[src/rtl/exc_pkg.sv]
package exc_pkg;
    typedef enum logic [1:0] {
        VEC_KERNEL = 2'd0,
        VEC_USER   = 2'd1,
        VEC_DOUBLE = 2'd2
    } vec_e;

    localparam int SEL_W = 3;
    localparam logic [SEL_W-1:0] SEL_PS    = 3'd0;
    localparam logic [SEL_W-1:0] SEL_EPC1  = 3'd1;
    localparam logic [SEL_W-1:0] SEL_DEPC  = 3'd2;
    localparam logic [SEL_W-1:0] SEL_CAUSE = 3'd3;
    localparam logic [SEL_W-1:0] SEL_VADDR = 3'd4;

    localparam int PS_EXCM_BIT = 0;
    localparam int PS_UM_BIT   = 1;
endpackage

[src/rtl/exc_raise_merge.sv]
module exc_raise_merge #(
    parameter int XW = 32,
    parameter int CW = 6,
    parameter logic [CW-1:0] ALIGN_CAUSE = 6'd9
) (
    input  logic          raise_i,
    input  logic [CW-1:0] cause_i,
    input  logic          vvld_i,
    input  logic          misalign_i,
    input  logic          trap_en_i,
    input  logic          hw_align_i,
    output logic          fire_o,
    output logic [CW-1:0] cause_o,
    output logic          vvld_o
);
    logic align_fire;

    always_comb begin
        align_fire = misalign_i && trap_en_i && !hw_align_i;
        fire_o     = raise_i || align_fire;
        if (raise_i) begin
            cause_o = cause_i;
            vvld_o  = vvld_i;
        end else begin
            cause_o = ALIGN_CAUSE;
            vvld_o  = 1'b1;
        end
    end
endmodule

[src/rtl/exc_sreg_file.sv]
module exc_sreg_file
    import exc_pkg::*;
#(
    parameter int XW = 32,
    parameter int CW = 6
) (
    input  logic             clk,
    input  logic             rst_n,
    input  logic             fire_i,
    input  logic [XW-1:0]    pc_i,
    input  logic [CW-1:0]    cause_i,
    input  logic [XW-1:0]    vaddr_i,
    input  logic             vvld_i,
    input  logic             has_depc_i,
    input  logic             sw_we_i,
    input  logic [SEL_W-1:0] sw_sel_i,
    input  logic [XW-1:0]    sw_wdata_i,
    output logic             excm_o,
    output logic             um_o,
    output logic [XW-1:0]    epc1_o,
    output logic [XW-1:0]    depc_o,
    output logic [CW-1:0]    cause_o,
    output logic [XW-1:0]    vaddr_o
);
    always_ff @(posedge clk or negedge rst_n) begin
        if (!rst_n) begin
            excm_o  <= 1'b1;
            um_o    <= 1'b0;
            epc1_o  <= '0;
            depc_o  <= '0;
            cause_o <= '0;
            vaddr_o <= '0;
        end else if (fire_i) begin
            if (excm_o && has_depc_i) begin
                depc_o <= pc_i;
            end else begin
                epc1_o <= pc_i;
            end
            cause_o <= cause_i;
            excm_o  <= 1'b1;
            if (vvld_i) begin
                vaddr_o <= vaddr_i;
            end
        end else if (sw_we_i) begin
            unique case (sw_sel_i)
                SEL_PS: begin
                    excm_o <= sw_wdata_i[PS_EXCM_BIT];
                    um_o   <= sw_wdata_i[PS_UM_BIT];
                end
                SEL_EPC1:  epc1_o  <= sw_wdata_i;
                SEL_DEPC:  depc_o  <= sw_wdata_i;
                SEL_CAUSE: cause_o <= sw_wdata_i[CW-1:0];
                SEL_VADDR: vaddr_o <= sw_wdata_i;
                default: ;
            endcase
        end
    end

    AST_EXCM_ON_RAISE: assert property (@(posedge clk) disable iff (!rst_n)
        fire_i |=> excm_o);
    AST_CAUSE_LATCH: assert property (@(posedge clk) disable iff (!rst_n)
        fire_i |=> cause_o == $past(cause_i));
    AST_DEPC_KEPT: assert property (@(posedge clk) disable iff (!rst_n)
        fire_i && !excm_o |=> $stable(depc_o));
    AST_SW_DROPPED: assert property (@(posedge clk) disable iff (!rst_n)
        fire_i && sw_we_i && sw_sel_i == SEL_EPC1 && !(excm_o && has_depc_i)
        |=> epc1_o == $past(pc_i));
endmodule

[src/rtl/exc_vec_fsm.sv]
module exc_vec_fsm
    import exc_pkg::*;
(
    input  logic clk,
    input  logic rst_n,
    input  logic fire_i,
    input  logic excm_i,
    input  logic um_i,
    output logic take_o,
    output vec_e code_o
);
    typedef enum logic {ST_IDLE, ST_TAKE} st_e;

    st_e  st_q, st_d;
    vec_e sel_d, sel_q;

    always_comb begin
        sel_d = excm_i ? VEC_DOUBLE : (um_i ? VEC_USER : VEC_KERNEL);
        unique case (st_q)
            ST_IDLE: st_d = fire_i ? ST_TAKE : ST_IDLE;
            ST_TAKE: st_d = fire_i ? ST_TAKE : ST_IDLE;
            default: st_d = ST_IDLE;
        endcase
    end

    always_ff @(posedge clk or negedge rst_n) begin
        if (!rst_n) begin
            st_q  <= ST_IDLE;
            sel_q <= VEC_KERNEL;
        end else begin
            st_q  <= st_d;
            sel_q <= fire_i ? sel_d : VEC_KERNEL;
        end
    end

    always_comb begin
        unique case (st_q)
            ST_IDLE: begin
                take_o = 1'b0;
                code_o = VEC_KERNEL;
            end
            ST_TAKE: begin
                take_o = 1'b1;
                code_o = sel_q;
            end
            default: begin
                take_o = 1'b0;
                code_o = VEC_KERNEL;
            end
        endcase
    end

    AST_TAKE_AFTER_FIRE: assert property (@(posedge clk) disable iff (!rst_n)
        take_o |-> $past(fire_i));
    AST_FIRE_GIVES_TAKE: assert property (@(posedge clk) disable iff (!rst_n)
        fire_i |=> take_o);
    AST_NESTED_DOUBLE: assert property (@(posedge clk) disable iff (!rst_n)
        fire_i && excm_i |=> code_o == VEC_DOUBLE);
endmodule

[src/rtl/exc_dispatch.sv]
module exc_dispatch
    import exc_pkg::*;
#(
    parameter int XW = 32,
    parameter int CW = 6,
    parameter logic [CW-1:0] ALIGN_CAUSE = 6'd9
) (
    input  logic          clk,
    input  logic          rst_n,
    input  logic          raise_i,
    input  logic [XW-1:0] raise_pc_i,
    input  logic [CW-1:0] raise_cause_i,
    input  logic [XW-1:0] raise_vaddr_i,
    input  logic          raise_vaddr_vld_i,
    input  logic          misalign_i,
    input  logic          cfg_unalign_trap_i,
    input  logic          cfg_hw_align_i,
    input  logic          cfg_has_depc_i,
    input  logic          sw_we_i,
    input  logic [2:0]    sw_sel_i,
    input  logic [XW-1:0] sw_wdata_i,
    output logic          vec_take_o,
    output logic [1:0]    vec_code_o,
    output logic          excm_o,
    output logic          um_o,
    output logic [XW-1:0] epc1_o,
    output logic [XW-1:0] depc_o,
    output logic [CW-1:0] exccause_o,
    output logic [XW-1:0] excvaddr_o
);
    logic          fire;
    logic [CW-1:0] f_cause;
    logic          f_vvld;
    vec_e          code;

    exc_raise_merge #(.XW(XW), .CW(CW), .ALIGN_CAUSE(ALIGN_CAUSE)) u_merge (
        .raise_i    (raise_i),
        .cause_i    (raise_cause_i),
        .vvld_i     (raise_vaddr_vld_i),
        .misalign_i (misalign_i),
        .trap_en_i  (cfg_unalign_trap_i),
        .hw_align_i (cfg_hw_align_i),
        .fire_o     (fire),
        .cause_o    (f_cause),
        .vvld_o     (f_vvld)
    );

    exc_sreg_file #(.XW(XW), .CW(CW)) u_regs (
        .clk        (clk),
        .rst_n      (rst_n),
        .fire_i     (fire),
        .pc_i       (raise_pc_i),
        .cause_i    (f_cause),
        .vaddr_i    (raise_vaddr_i),
        .vvld_i     (f_vvld),
        .has_depc_i (cfg_has_depc_i),
        .sw_we_i    (sw_we_i),
        .sw_sel_i   (sw_sel_i),
        .sw_wdata_i (sw_wdata_i),
        .excm_o     (excm_o),
        .um_o       (um_o),
        .epc1_o     (epc1_o),
        .depc_o     (depc_o),
        .cause_o    (exccause_o),
        .vaddr_o    (excvaddr_o)
    );

    exc_vec_fsm u_fsm (
        .clk    (clk),
        .rst_n  (rst_n),
        .fire_i (fire),
        .excm_i (excm_o),
        .um_i   (um_o),
        .take_o (vec_take_o),
        .code_o (code)
    );

    assign vec_code_o = code;

    AST_ALIGN_GATED: assert property (@(posedge clk) disable iff (!rst_n)
        misalign_i && !raise_i && (!cfg_unalign_trap_i || cfg_hw_align_i)
        |=> !vec_take_o);
    AST_VADDR_CAPTURE: assert property (@(posedge clk) disable iff (!rst_n)
        raise_i && raise_vaddr_vld_i |=> excvaddr_o == $past(raise_vaddr_i));
    AST_USER_VECTOR: assert property (@(posedge clk) disable iff (!rst_n)
        raise_i && !excm_o && um_o |=> vec_code_o == 2'd1);
endmodule

[config.mk]
export PLATFORM = sky130hd
export DESIGN_NAME = exc_dispatch
export DESIGN_NICKNAME = d
export VERILOG_FILES = /design/src/rtl/exc_pkg.sv /design/src/rtl/exc_raise_merge.sv /design/src/rtl/exc_sreg_file.sv /design/src/rtl/exc_vec_fsm.sv /design/src/rtl/exc_dispatch.sv
export SDC_FILE = /design/constraint.sdc
export NUM_CORES = 1
export LEC_CHECK = 0
export BUFFER_PORTS_ARGS = -buffer_cell sky130_fd_sc_hd__buf_4
export CORE_MARGIN = 4
export CORE_UTILIZATION = 25
export DETAILED_ROUTE_END_ITERATION = 6
export HOLD_SLACK_MARGIN = 0.02
export PLACE_DENSITY = 0.59
export SYNTH_ARGS = -nofsm -noshare
export SYNTH_HDL_FRONTEND = slang
export SYNTH_SLANG_ARGS = --single-unit
[constraint.sdc]
create_clock -name clk -period 1.7 [get_ports clk]
set_input_delay 0 -clock clk [delete_from_list [all_inputs] [get_ports clk]]
set_output_delay 0 -clock clk [all_outputs]
set_load 0.1 [all_outputs]
Yosys cells after proc, flatten, opt, wreduce, memory -nomap -nowiden --
Index checks and enable logic that the tools add are counted.
Cells by class: equal/unequal tests 7, mux-type cells 26, bitwise operators 2, reduce and logical (&&, ||, !) cells 18
Operators with widths (number):
- 2-to-1 mux 32 bit | 12
- 2-to-1 mux 6 bit | 4
- AND reduction 3 bit | 4
- nonzero test 2 bit | 6
- == test 3 x 2 -> 1 bit (second input constant) | 2
- 2-to-1 mux 1 bit | 6
- != test 2 bit (second input constant) | 3
- 2-to-1 mux 2 bit | 2
- case mux 2 bit (2 select lines) | 1
- AND reduction 2 bit | 2
- == test 3 x 1 -> 1 bit (second input constant) | 1
- == test 3 bit (second input constant) | 1
- logical AND 1 bit | 3
- logical NOT 3 bit | 1
- NOT 1 bit | 2
- case mux 1 bit (2 select lines) | 1
- logical NOT 1 bit | 1
- logical OR 1 bit | 1
Storage, ports and cells: register bits after elaboration 107, input port bits 114, output and inout bits 107, word-level logic and storage cells 61

Depth between registers and ports, before layout --
Gate-level depths: netlist of the first run.
depth in word-level cells 5, depth in mapped cells 8, gate-level depth less buffers 5

Modules after synthesis --
A second synthesis of the first run with hierarchy kept.
Second synthesis, totals: cells, all modules 456, area, all modules 5210.0 µm²
By module, submodules not included:
- exc_sreg_file | instances 1, cells an instance 440, area each 5051.1 µm², seq. area each 2603.7 µm²
- exc_vec_fsm | instances 1, cells an instance 7, area each 103.8 µm², seq. area each 75.1 µm²
- exc_raise_merge | instances 1, cells an instance 9, area each 55.1 µm², seq. area each 0.0 µm²

Worst setup path after synthesis of the first run --
Ideal clock, no wire load.
path kind reg-to-reg, start point reg u_regs.excm_o, end point reg u_regs.epc1_o[10], setup time 0.125 ns, arrival time 1.766 ns, required time 1.575 ns, slack -0.192 ns, cell stages (with the launch flop) 7, buffers on the path 3, period minus slack after synthesis 1.892 ns, cells stage by stage dfstp_2 nand2_1 clkbuf_1 buf_2 clkbuf_1 a21oi_1 a21oi_1
Between the ends: word-level cells in the longest chain between the ends 3
Ends and longest elaborated chain:
- start: declaration | RTL line exc_sreg_file.sv:18 | output logic excm_o,
- start signal: assignment | RTL line exc_sreg_file.sv:47 | excm_o <= sw_wdata_i[PS_EXCM_BIT];
- logical AND 1 bit | RTL line exc_sreg_file.sv:34 | if (excm_o && has_depc_i) begin
- != test 2 bit (no source line)
- AND reduction 3 bit (no source line)
- end signal: assignment | RTL line exc_sreg_file.sv:37 | epc1_o <= pc_i;
- end signal: assignment | RTL line exc_sreg_file.sv:50 | SEL_EPC1: epc1_o <= sw_wdata_i;
- end: declaration | RTL line exc_sreg_file.sv:20 | output logic [XW-1:0] epc1_o,
No other way between the ends. A chain may end at the register's enable or synchronous reset.

Worst setup path in the final report of the first run --
start point in raise_cause_i[2], end point reg u_regs.cause_o[2]
Between the ends: word-level cells in the longest chain between the ends 2
Ends and longest elaborated chain:
- start: declaration | RTL line exc_dispatch.sv:12 | input logic [CW-1:0] raise_cause_i,
- 2-to-1 mux 6 bit | RTL line exc_raise_merge.sv:21 | if (raise_i) begin
- 2-to-1 mux 6 bit | RTL line exc_sreg_file.sv:33 | end else if (fire_i) begin
- end signal: assignment | RTL line exc_sreg_file.sv:39 | cause_o <= cause_i;
- end signal: assignment | RTL line exc_sreg_file.sv:52 | SEL_CAUSE: cause_o <= sw_wdata_i[CW-1:0];
- end: declaration | RTL line exc_sreg_file.sv:22 | output logic [CW-1:0] cause_o,
No other way between the ends.

==> results of run 1 <==
area by class of cell:
cell class | count | area [µm²] | share of cell area (%)
clock buffers | 10 | 239 | 2.72
clock inverters | 6 | 93.8 | 1.07
inverters | 2 | 7.51 | 0.0853
multi-input cells | 333 | 2100 | 23.9
flip-flops and latches | 107 | 2680 | 30.5
well taps | 265 | 332 | 3.77
repair buffers | 383 | 3340 | 38.0
worst max-delay path: stages:
cell and delay [ns]:
dlygate4sd3_1 0.52, buf_4 0.10, nand2_1 0.04, dlygate4sd3_1 0.56, a2bb2oi_1 0.15, dlygate4sd3_1 0.56
path summary, 6_finish.rpt:
path / from / to / slack [ns] / depth (start not counted)
worst min register to register: u_regs.epc1_o[28] / u_regs.epc1_o[28] / 0.55 / 2
max in group asynchronous: rst_n / u_regs.vaddr_o[13] / 0.91 / 3
worst max register to register: u_regs.excm_o / u_regs.depc_o[2] / 0.19 / 5
worst min-delay path: sw_sel_i[2] / u_regs.excm_o / 0.04 / 4
worst max-delay path: raise_cause_i[2] / u_regs.cause_o[2] / 0.06 / 6
min in group asynchronous: rst_n / u_regs.epc1_o[23] / 0.17 / 2
power by group through the flow:
stage	combinational (µW)	sequential, µW	clock, µW
floorplan	620	5700	0
global placement	4370	3160	0
detailed placement	4400	3150	0
CTS	4750	3110	2430
global route	4920	3160	2550
finish	4750	3120	2380
state kept, by name (all words and copies together) (netlist names):
signal	flops
u_fsm.sel_q	2
u_fsm.st_q	1
u_regs.cause_o	6
u_regs.depc_o	32
u_regs.epc1_o	32
u_regs.excm_o	1
u_regs.um_o	1
u_regs.vaddr_o	32
cells by family (layout without fill, tap and decap cells):
group,count (synthesis),count (layout),synth area share (%)
buf+inv,52,401,5.37
flops,107,107,53.5
mux,2,2,0.425
simple gates,188,188,19.3
compound gates,143,143,21.4
metal layers:
metal | part of all wire (%) | global-route usage, % | wire [µm]
met5 | 0 | 0 | 0
met3 | 7.4 | 4.36 | 1520
met4 | 1.9 | 5.26 | 391
met1 | 43 | 23.6 | 8890
met2 | 48 | 29.4 | 9800
placed cells by master, fill, tap and decap left out, types with 2 or more instances in the layout:
| cell type | netlist | layout |
|---|---|---|
| o221a_1 | 5 | 5 |
| o21ai_0 | 6 | 6 |
| inv_6 | 0 | 2 |
| o221a_2 | 27 | 27 |
| nand2_1 | 42 | 41 |
| buf_4 | 2 | 232 |
| and2_1 | 5 | 2 |
| or3_1 | 32 | 32 |
| nor2_1 | 2 | 2 |
| and2_2 | 0 | 3 |
| o22ai_2 | 14 | 14 |
| clkbuf_16 | 0 | 9 |
| o22ai_1 | 18 | 18 |
| dfrtp_1 | 106 | 106 |
| a21oi_1 | 66 | 66 |
| bufinv_16 | 0 | 2 |
| dlygate4sd3_1 | 0 | 142 |
| a2bb2oi_1 | 4 | 4 |
| and3b_1 | 2 | 2 |
| buf_12 | 0 | 9 |
| nand3_1 | 98 | 98 |
stage by stage:
stage	std cells	utilization, %
after floorplan	492	-
final	1106	44.9
after global placement	948	35.9
after CTS	1107	45.0
after global routing	1106	44.9
after detailed placement	948	35.9
timing repair:
action,CTS,global route
hold endpoints to repair,170,0
resized for setup,0,0
setup endpoints to repair,0,1
hold buffers,143,0
==> metrics.csv, run 1 <==
stage,metric,value,unit
layout,n_fill_cell,1808,
layout,drive_above_1_share,37.0,%
clock_tree,htree_levels,3,
worst_hold_path,worst_hold_path_type,in -> reg,
outcome,status,"complete, no violations",
yosys,ys_top_cells_by_area,"dfrtp_1 53%, nand3_1 9.8%, a21oi_1 6.6%, o221a_2 6.1%, or3_1 4.0%",
drt,drtPass1Iterations,4,
yosys,synth_ff_type,dfrtp_1,
placed_design,dp_hpwl,13400,µm
layout,layout.nets,950,
yosys,synthDistinctLibCells,34,
clock_tree,post_cts_buffers,0,
floorplanning,start_util,25.6,%
global_route,grt_overflow,0,
yosys,synth.avg_cell_area,10.2,µm²
yosys,synthTopCellsByCount,"106 x dfrtp_1, 98 x nand3_1, 66 x a21oi_1, 42 x nand2_1, 32 x or3_1",
pwr,intPower,5530,µW
clock_tree,cts_root_buf,clkbuf_16,
run,cap_violations,0,
pwr,leakage,0.00386,µW
pwr,swShare,46.0,%
drt,drc_errors,0,
pwr,design_power_total,10200,µW
floorplanning,die-area,22400,µm²
sta,rsz0062_at_grt,false,
floorplanning,rows,51,
yosys,synth_fp_nets,606,
clock_tree,clkTransAtPathRegs,0.08,ns
sta,whs,0.0394,ns
yosys,yosysWarningCount,0,
drt,dr.first_iter.drc_count,283,
clock_tree,cts_num_sinks,107,
pwr,ir_drop,0.525,mV
setup_path,worstPathMaxFanout,1,
yosys,synth_edf_count,0,
setup_path,critPathKind,in -> reg,
sta,finalClockSkew,0.00816,ns
global_route,grt_pass1_vias,5663,
placed_design,dpl_cell_area,7040,µm²
global_route,grt_max_degree,44,
drt,wl_per_cell,18.6,µm
yosys,synth.cell_area,5010,µm²
placed_design,placement.io_buffers,220,
placed_design,place_ws,0.202,ns
layout,area_growth,75.7,%
pwr,p_sw,4710,µW
drt,vias,5507,
clock_tree,cts_made_buffers,9,
sta,timing.final.max_slew_violations,0,
pwr,pwr_density_cell,1160,nW/µm²
setup_path,critPathRequiredTime,1.99,ns
sta,setup_tns,0,ns
sta,setup_viol,0,
global_route,antenna_found_initial,0,
sta,hold_viol,0,
yosys,async_reset_ff_share,100,%
floorplanning,io_pins,221,
drt,vias_per_cell,4.98,
sta,min_period_over_period,96.4,%
clock_tree,cts_tree,yes,
setup_path,cp-start-kind,input pin,
pwr,comb_power_share,46.4,%
layout,diodes,0,
floorplanning,fp.dieH,150,µm
clock_tree,clk_latency,0.34,ns
sta,slew_headroom,56.3,%
sta,period_needed,1.64,ns
pwr,p_clk_share,23.2,%
yosys,synth_seq_area_share,53.5,%
yosys,yosysTopAreaCellShare,53.0,%
sta,fmax,610,MHz
floorplanning,die_w,150,µm
drt,wirelength,20600,µm
placed_design,place_congestion,0.781,
yosys,yosysMostFrequentCell,dfrtp_1,
floorplanning,core_area,19600,µm²
yosys,ys_seq_elements,107,
layout,design_area,8800,µm²
sta,worstMarginPinSlew,0.646,ns
yosys,syn-instance-count,492,
drt,postRouteAntennaNets,0,
sta,fin_ws,0.0607,ns
setup_path,cp-end-kind,flop,
pwr,pwr-share-seq,30.4,%
yosys,synth.largest_area_cell,dfrtp_1,
clock_tree,clk_path_buf_depth,2,
global_route,grt_usage,17.9,%
setup_path,arrival,1.93,ns
global_route,grt_pass1_wl,31800,µm
(Power assumes the default switching activity.)
==> run 2: changes to the inputs <==
Settings changed: RECOVER_POWER set to 25.
==> run 2 against run 1 <==
Global-route usage stayed put. Sequential power is essentially flat. Design area down 0.17%. Highest routed layer unchanged.
==> metrics.csv, run 2 (synthesized netlist as in run 1, its figures left out) <==
stage,metric,value,unit,change
outcome,status,"complete, no violations",,unchanged
run,cap_violations,0,,unchanged
drt,vias,5531,,was 5507
floorplanning,io_pins,221,,unchanged
setup_path,cp-start-kind,input pin,,unchanged
setup_path,reg2reg_from,u_regs.excm_o,,unchanged
sta,min_period_over_period,96.4,%,about the same
pwr,ir_drop,0.526,mV,was 0.525 mV
sta,fmax,610,MHz,about the same
setup_path,critPathKind,in -> reg,,unchanged
placed_design,numPlacedInstances,948,,unchanged
setup_path,slowest_stage,dlygate4sd3_1,,unchanged
floorplanning,start_util,25.6,%,unchanged
setup_path,cp.depth,6,,unchanged
clock_tree,htree_levels,3,,unchanged
global_route,antenna_found_initial,0,,unchanged
sta,finalClockSkew,0.00869,ns,was 0.00816 ns
global_route,grt_overflow,0,,unchanged
clock_tree,clk_latency,0.35,ns,was 0.34 ns
layout,layout.nets,950,,unchanged
floorplanning,fp.dieH,150,µm,unchanged
setup_path,path_cells,dlygate4sd3_1 -> buf_4 -> nand2_1 -> dlygate4sd3_1 -> a2bb2oi_1 -> dlygate4sd3_1,,unchanged
setup_path,crit_top_cell,dlygate4sd3_1,,unchanged
clock_tree,ctsResizeCount,0,,unchanged
worst_hold_path,min_to,u_regs.excm_o,,unchanged
global_route,grt_pass1_vias,5663,,unchanged
layout,area_growth,75.4,%,was 75.7%
placed_design,dpl_cell_area,7040,µm²,unchanged
global_route,grtUsageMet2,29.4,%,unchanged
floorplanning,rows,51,,unchanged
setup_path,worst_path_dominant_cell_family,buffers and inverters,,unchanged
sta,timing.final.max_slew_violations,0,,unchanged
setup_path,rrSetupSlack,0.19,ns,about the same
setup_path,critPathRequiredTime,1.99,ns,about the same
sta,period_needed,1.64,ns,about the same
clock_tree,cts_num_sinks,107,,unchanged
global_route,grt-busiest-layer,met2,,unchanged
setup_path,worst-path-buf-inv,4,,unchanged
placed_design,place_congestion,0.781,,unchanged
layout,design_area,8780,µm²,was 8800 µm²
drt,vias_per_cell,5.00,,was 4.98
sta,rsz0062_at_grt,false,,unchanged
clock_tree,clk_path_buf_depth,2,,unchanged
floorplanning,die_w,150,µm,unchanged
worst_hold_path,worst_hold_path_type,in -> reg,,unchanged
layout,layoutNonFillerInstCount,1106,,unchanged
drt,wirelength,20600,µm,unchanged
setup_path,r2r_cells,5,,unchanged
layout,final_common_cell,buf_4,,unchanged
clock_tree,cts_made_buffers,9,,unchanged
setup_path,arrival,1.93,ns,about the same
global_route,grt_max_degree,44,,unchanged
floorplanning,core_area,19600,µm²,unchanged
clock_tree,clkTransAtPathRegs,0.08,ns,about the same
drt,wl_per_cell,18.6,µm,unchanged
worst_hold_path,min_from,sw_sel_i[2],,unchanged
global_route,use_met1,23.6,%,unchanged
placed_design,dp_hpwl,13400,µm,unchanged
setup_path,cp-end-kind,flop,,unchanged
global_route,grt_usage,17.9,%,unchanged
setup_path,worstPathMaxFanout,1,,unchanged
drt,drtPass1Iterations,5,,was 4
pwr,pwr_density_cell,1170,nW/µm²,was 1160 nW/µm²
setup_path,slowest_delay,0.56,ns,about the same
sta,setup_tns,0,ns,unchanged
clock_tree,cts_tree,yes,,unchanged
worst_hold_path,hold_depth,4,,unchanged
global_route,grt_pass1_wl,31800,µm,unchanged
layout,diodes,0,,unchanged
setup_path,reg2reg_to,u_regs.depc_o[2],,unchanged
layout,layout_common_cells,"231 x buf_4, 142 x dlygate4sd3_1, 106 x dfrtp_1",,"was 232 x buf_4, 142 x dlygate4sd3_1, 106 x dfrtp_1"
sta,worstMarginPinSlew,0.915,ns,was 0.646 ns
layout,n_fill_cell,1811,,was 1808
floorplanning,die-area,22400,µm²,unchanged
clock_tree,cts_root_buf,clkbuf_16,,unchanged
layout,reg_top3,"u_regs.depc_o x32, u_regs.epc1_o x32, u_regs.vaddr_o x32",,unchanged
pwr,leakage,0.00386,µW,about the same
placed_design,placement.io_buffers,220,,unchanged
layout,drive_above_1_share,37.0,%,unchanged
sta,hold_viol,0,,unchanged
drt,drc_errors,0,,unchanged
sta,slew_headroom,39.0,%,was 56.3%
drt,dr.first_iter.drc_count,302,,was 283
sta,setup_viol,0,,unchanged
global_route,use_met3,4.36,%,unchanged
drt,postRouteAntennaNets,0,,unchanged
[run 2: cell types whose count changed in the layout (fill, tap and decap cells not counted), sizes merged]
cell	change
buf	-2
clkbuf	+2
[run 2: layout make-up]
type	count	area, µm²	share of cell area (%)
Tap cell	265	332	3.78
Inverter	2	7.51	0.0855
Multi-Input combinational cell	333	2100	23.9
Clock inverter	6	93.8	1.07
Sequential cell	107	2680	30.5
Timing Repair Buffer	383	3330	37.9
Clock buffer	10	239	2.72
[run 2: timing repair]
| action | in CTS | in global routing |
|---|---|---|
| hold buffers | 143 | 0 |
| hold endpoints to repair | 170 | 0 |
| setup endpoints to repair | 0 | 1 |
| buffers inserted | 0 | 0 |
[run 2: tightest hold or removal path, delay by kind of cell]
kind                   cells  cell delay (ns)
muxes                      1             0.15
and+or+nand+nor            2             0.14
buffers and inverters      1             0.09
[run 2: report_power, final]
part	internal (µW)	total [µW]	switching, µW
Sequential	2890	3120	223
Clock	1350	2380	1030
Combinational	1280	4740	3460
Total	5530	10200	4710
[run 2: through the flow]
stage,power [µW],utilization (%),hold WS [ns],worst slack [ns]
after floorplan,6320,-,-0.296,0.00497
after global placement,7530,35.9,0.000665,0.139
after detailed placement,7550,35.9,0.000104,0.202
after CTS,10300,45.0,0.0206,0.0919
after global routing,10600,44.8,0.0588,0.00386
final,10200,44.8,0.0377,0.0604
[run 2: worst max-delay path by stage]
stage,start,endpoint
floorplan,u_regs.excm_o,u_regs.depc_o[22]
global placement,sw_sel_i[2],u_regs.depc_o[16]
detailed placement,misalign_i,u_regs.depc_o[17]
CTS,raise_cause_i[5],u_regs.cause_o[5]
global route,raise_cause_i[2],u_regs.cause_o[2]
finish,raise_cause_i[2],u_regs.cause_o[2]
[run 2: metal layers]
metal  up-vias  share of wire, %  wire [µm]
met3        26               7.2       1480
met4         0               1.9        397
li1       2534                 -          -
met5         -                 0          0
met1      2729                43       8880
met2       242                48       9840
==> run 3: changes to the inputs <==
--- a/config.mk
+++ b/config.mk
@@ -10,7 +10,8 @@
 export CORE_UTILIZATION = 25
 export DETAILED_ROUTE_END_ITERATION = 6
+export GPL_TIMING_DRIVEN = 0
 export HOLD_SLACK_MARGIN = 0.02
 export PLACE_DENSITY = 0.59
-export RECOVER_POWER = 25
+export RECOVER_POWER = 100
 export SYNTH_ARGS = -nofsm -noshare
 export SYNTH_HDL_FRONTEND = slang
==> constraint.sdc (replaced) <==
create_clock -name clk -period 1.7 [get_ports clk]
set_input_delay 0 -clock clk [delete_from_list [all_inputs] [get_ports clk]]
set_output_delay 0 -clock clk [all_outputs]
set_load 0.05 [all_outputs]
==> run 3 against run 2 <==
Via count is 3.1% lower. Sequential cell count is the same. Total power is 19% lower. Critical path depth down 1. Global-route usage increased by 1.2 points. Largest cell class is now registers. Routed wire length grew 5.4%. Combinational power is 39% lower.
==> metrics.csv, run 3 (synthesized netlist as in run 1, its figures left out) <==
stage,metric,value,unit,change
global_route,grt_pass1_wl,32800,µm,was 31800 µm
clock_tree,clkTransAtPathRegs,0.08,ns,about the same
floorplanning,io_pins,221,,unchanged
clock_tree,cts_tree,yes,,unchanged
setup_path,slowest_stage,dfstp_2,,was dlygate4sd3_1
drt,drtPass1Iterations,5,,unchanged
drt,vias_per_cell,4.87,,was 5.00
layout,layout.nets,946,,was 950
sta,worstMarginPinSlew,1.19,ns,was 0.915 ns
sta,period_needed,1.62,ns,was 1.64 ns
pwr,leakage,0.00334,µW,was 0.00386 µW
pwr,ir_drop,0.425,mV,was 0.526 mV
floorplanning,rows,51,,unchanged
global_route,grt_overflow,0,,unchanged
layout,reg_top3,"u_regs.depc_o x32, u_regs.epc1_o x32, u_regs.vaddr_o x32",,unchanged
setup_path,cp.depth,5,,was 6
layout,drive_above_1_share,25.4,%,was 37.0%
placed_design,placement.io_buffers,219,,was 220
run,cap_violations,0,,unchanged
setup_path,path_cells,nand2_2 -> buf_4 -> clkbuf_2 -> or3_1 -> o221a_2,,was dlygate4sd3_1 -> buf_4 -> nand2_1 -> dlygate4sd3_1 -> a2bb2oi_1 -> dlygate4sd3_1
layout,final_common_cell,clkbuf_1,,was buf_4
setup_path,critPathKind,reg -> reg,,was in -> reg
setup_path,worst_path_dominant_cell_family,flip-flops,,was buffers and inverters
floorplanning,fp.dieH,150,µm,unchanged
drt,drc_errors,0,,unchanged
setup_path,rrSetupSlack,0.08,ns,was 0.19 ns
placed_design,dp_hpwl,15100,µm,was 13400 µm
setup_path,reg2reg_to,u_regs.depc_o[2],,unchanged
sta,rsz0062_at_grt,false,,unchanged
drt,wl_per_cell,19.7,µm,was 18.6 µm
layout,layout_common_cells,"123 x clkbuf_1, 115 x buf_4, 108 x dlygate4sd3_1",,"was 231 x buf_4, 142 x dlygate4sd3_1, 106 x dfrtp_1"
placed_design,place_ws,-0.371,ns,was 0.202 ns
drt,wirelength,21700,µm,was 20600 µm
sta,fmax,618,MHz,was 610 MHz
floorplanning,core_area,19600,µm²,unchanged
setup_path,cp-endpoint,u_regs.depc_o[2],,was u_regs.cause_o[2]
clock_tree,clk_latency,0.35,ns,about the same
global_route,grt_usage,19.1,%,was 17.9%
clock_tree,cts_made_buffers,9,,unchanged
pwr,pwr_density_cell,1030,nW/µm²,was 1170 nW/µm²
drt,vias,5362,,was 5531
clock_tree,clk_path_buf_depth,2,,unchanged
sta,hold_viol,0,,unchanged
clock_tree,cts_root_buf,clkbuf_16,,unchanged
setup_path,crit_start,u_regs.excm_o,,was raise_cause_i[2]
setup_path,worst-path-buf-inv,2,,was 4
clock_tree,cts_num_sinks,107,,unchanged
floorplanning,start_util,25.6,%,unchanged
global_route,grt_max_degree,65,,was 44
placed_design,place_congestion,0.759,,was 0.781
setup_path,cp-end-kind,flop,,unchanged
sta,timing.final.max_slew_violations,0,,unchanged
worst_hold_path,worst_hold_path_type,in -> reg,,unchanged
sta,slew_headroom,20.5,%,was 39.0%
setup_path,arrival,1.86,ns,was 1.93 ns
setup_path,r2r_cells,5,,unchanged
sta,fin_ws,0.0814,ns,was 0.0604 ns
layout,post-route-util,41.1,%,was 44.8%
drt,postRouteAntennaNets,0,,unchanged
floorplanning,die-area,22400,µm²,unchanged
global_route,grt_pass1_vias,5545,,was 5663
layout,area_growth,60.6,%,was 75.4%
setup_path,worstPathMaxFanout,10,,was 1
layout,diodes,0,,unchanged
setup_path,slowest_delay,0.58,ns,was 0.56 ns
outcome,status,"complete, no violations",,unchanged
drt,dr.first_iter.drc_count,254,,was 302
setup_path,reg2reg_from,u_regs.excm_o,,unchanged
setup_path,critPathRequiredTime,1.95,ns,was 1.99 ns
sta,setup_viol,0,,unchanged
setup_path,cp-start-kind,flop,,was input pin
sta,finalClockSkew,0.0101,ns,was 0.00869 ns
sta,min_period_over_period,95.2,%,was 96.4%
pwr,design_power_total,8310,µW,was 10200 µW
global_route,antenna_found_initial,0,,unchanged
floorplanning,die_w,150,µm,unchanged
clock_tree,htree_levels,3,,unchanged
## run 3: cell types whose count changed in the layout (fill, tap and decap cells not counted), sizes merged
| cell | previous run | this run |
|---|---|---|
| clkinv | 1 | 2 |
| clkbuf | 12 | 148 |
| dlygate4sd3 | 142 | 108 |
| buf | 239 | 133 |
| inv | 5 | 2 |
| clkinvlp | 0 | 1 |
## run 3: how the worst min path moves through the flow
stage	start	endpoint	slack, ns	cells after the start
floorplan	rst_n	u_fsm.sel_q[0]	-0.30	0
global placement	raise_vaddr_i[29]	u_regs.vaddr_o[29]	0.22	3
detailed placement	rst_n	u_regs.vaddr_o[21]	-0.04	1
CTS	sw_sel_i[0]	u_regs.um_o	0.04	4
global route	sw_sel_i[0]	u_regs.um_o	0.09	4
finish	sw_sel_i[2]	u_regs.um_o	0.07	4
## run 3: routing by layer
| layer | wire [µm] | vias up | global-route usage [%] |
|---|---|---|---|
| met3 | 1570 | 18 | 4.72 |
| li1 | - | 2519 | - |
| met1 | 9690 | 2632 | 25.8 |
| met2 | 10200 | 193 | 31.4 |
| met5 | 0 | - | 0 |
| met4 | 234 | 0 | 3.80 |
## run 3: area by class of cell
class	count	area [µm²]
inverter	2	7.51
fill	2028	11500
clock buffer	10	239
buffer	50	295
tap	265	332
sequential	107	2680
clock inverter	5	77.6
timing repair buffer	329	2350
multi-input combinational	333	2060
## run 3: worst reg2reg max path, cell delays in order, from the launching register on
cell and delay [ns]:
dfstp_2 0.58, nand2_2 0.08, buf_4 0.18, clkbuf_2 0.20, or3_1 0.36, o221a_2 0.13
## run 3: what timing repair did
action | 4_1_cts | 5_1_grt
buffers inserted | 0 | 1
hold buffers | 108 | 0
resized for setup | 20 | 5
endpoints found under the hold margin | 189 | 0
pin swaps | 0 | 0
endpoints found under the setup margin | 60 | 60
## run 3: power breakdown
| part | switching, µW | total (µW) | internal (µW) |
|---|---|---|---|
| registers | 206 | 3100 | 2890 |
| clock network | 986 | 2310 | 1320 |
| logic | 2080 | 2900 | 822 |
## run 3: metrics by stage
| step | cell area, µm² | setup TNS (ns) | instances | hold slack [ns] |
|---|---|---|---|---|
| floorplan | 5010 | 0 | 492 | -0.296 |
| global placement | 6980 | -17.95 | 976 | 0.224 |
| detailed placement | 7010 | -17.67 | 977 | -0.0388 |
| CTS | 8450 | 0 | 1100 | 0.0442 |
| global route | 8040 | 0 | 1101 | 0.0873 |
| finish | 8040 | 0 | 1101 | 0.0728 |
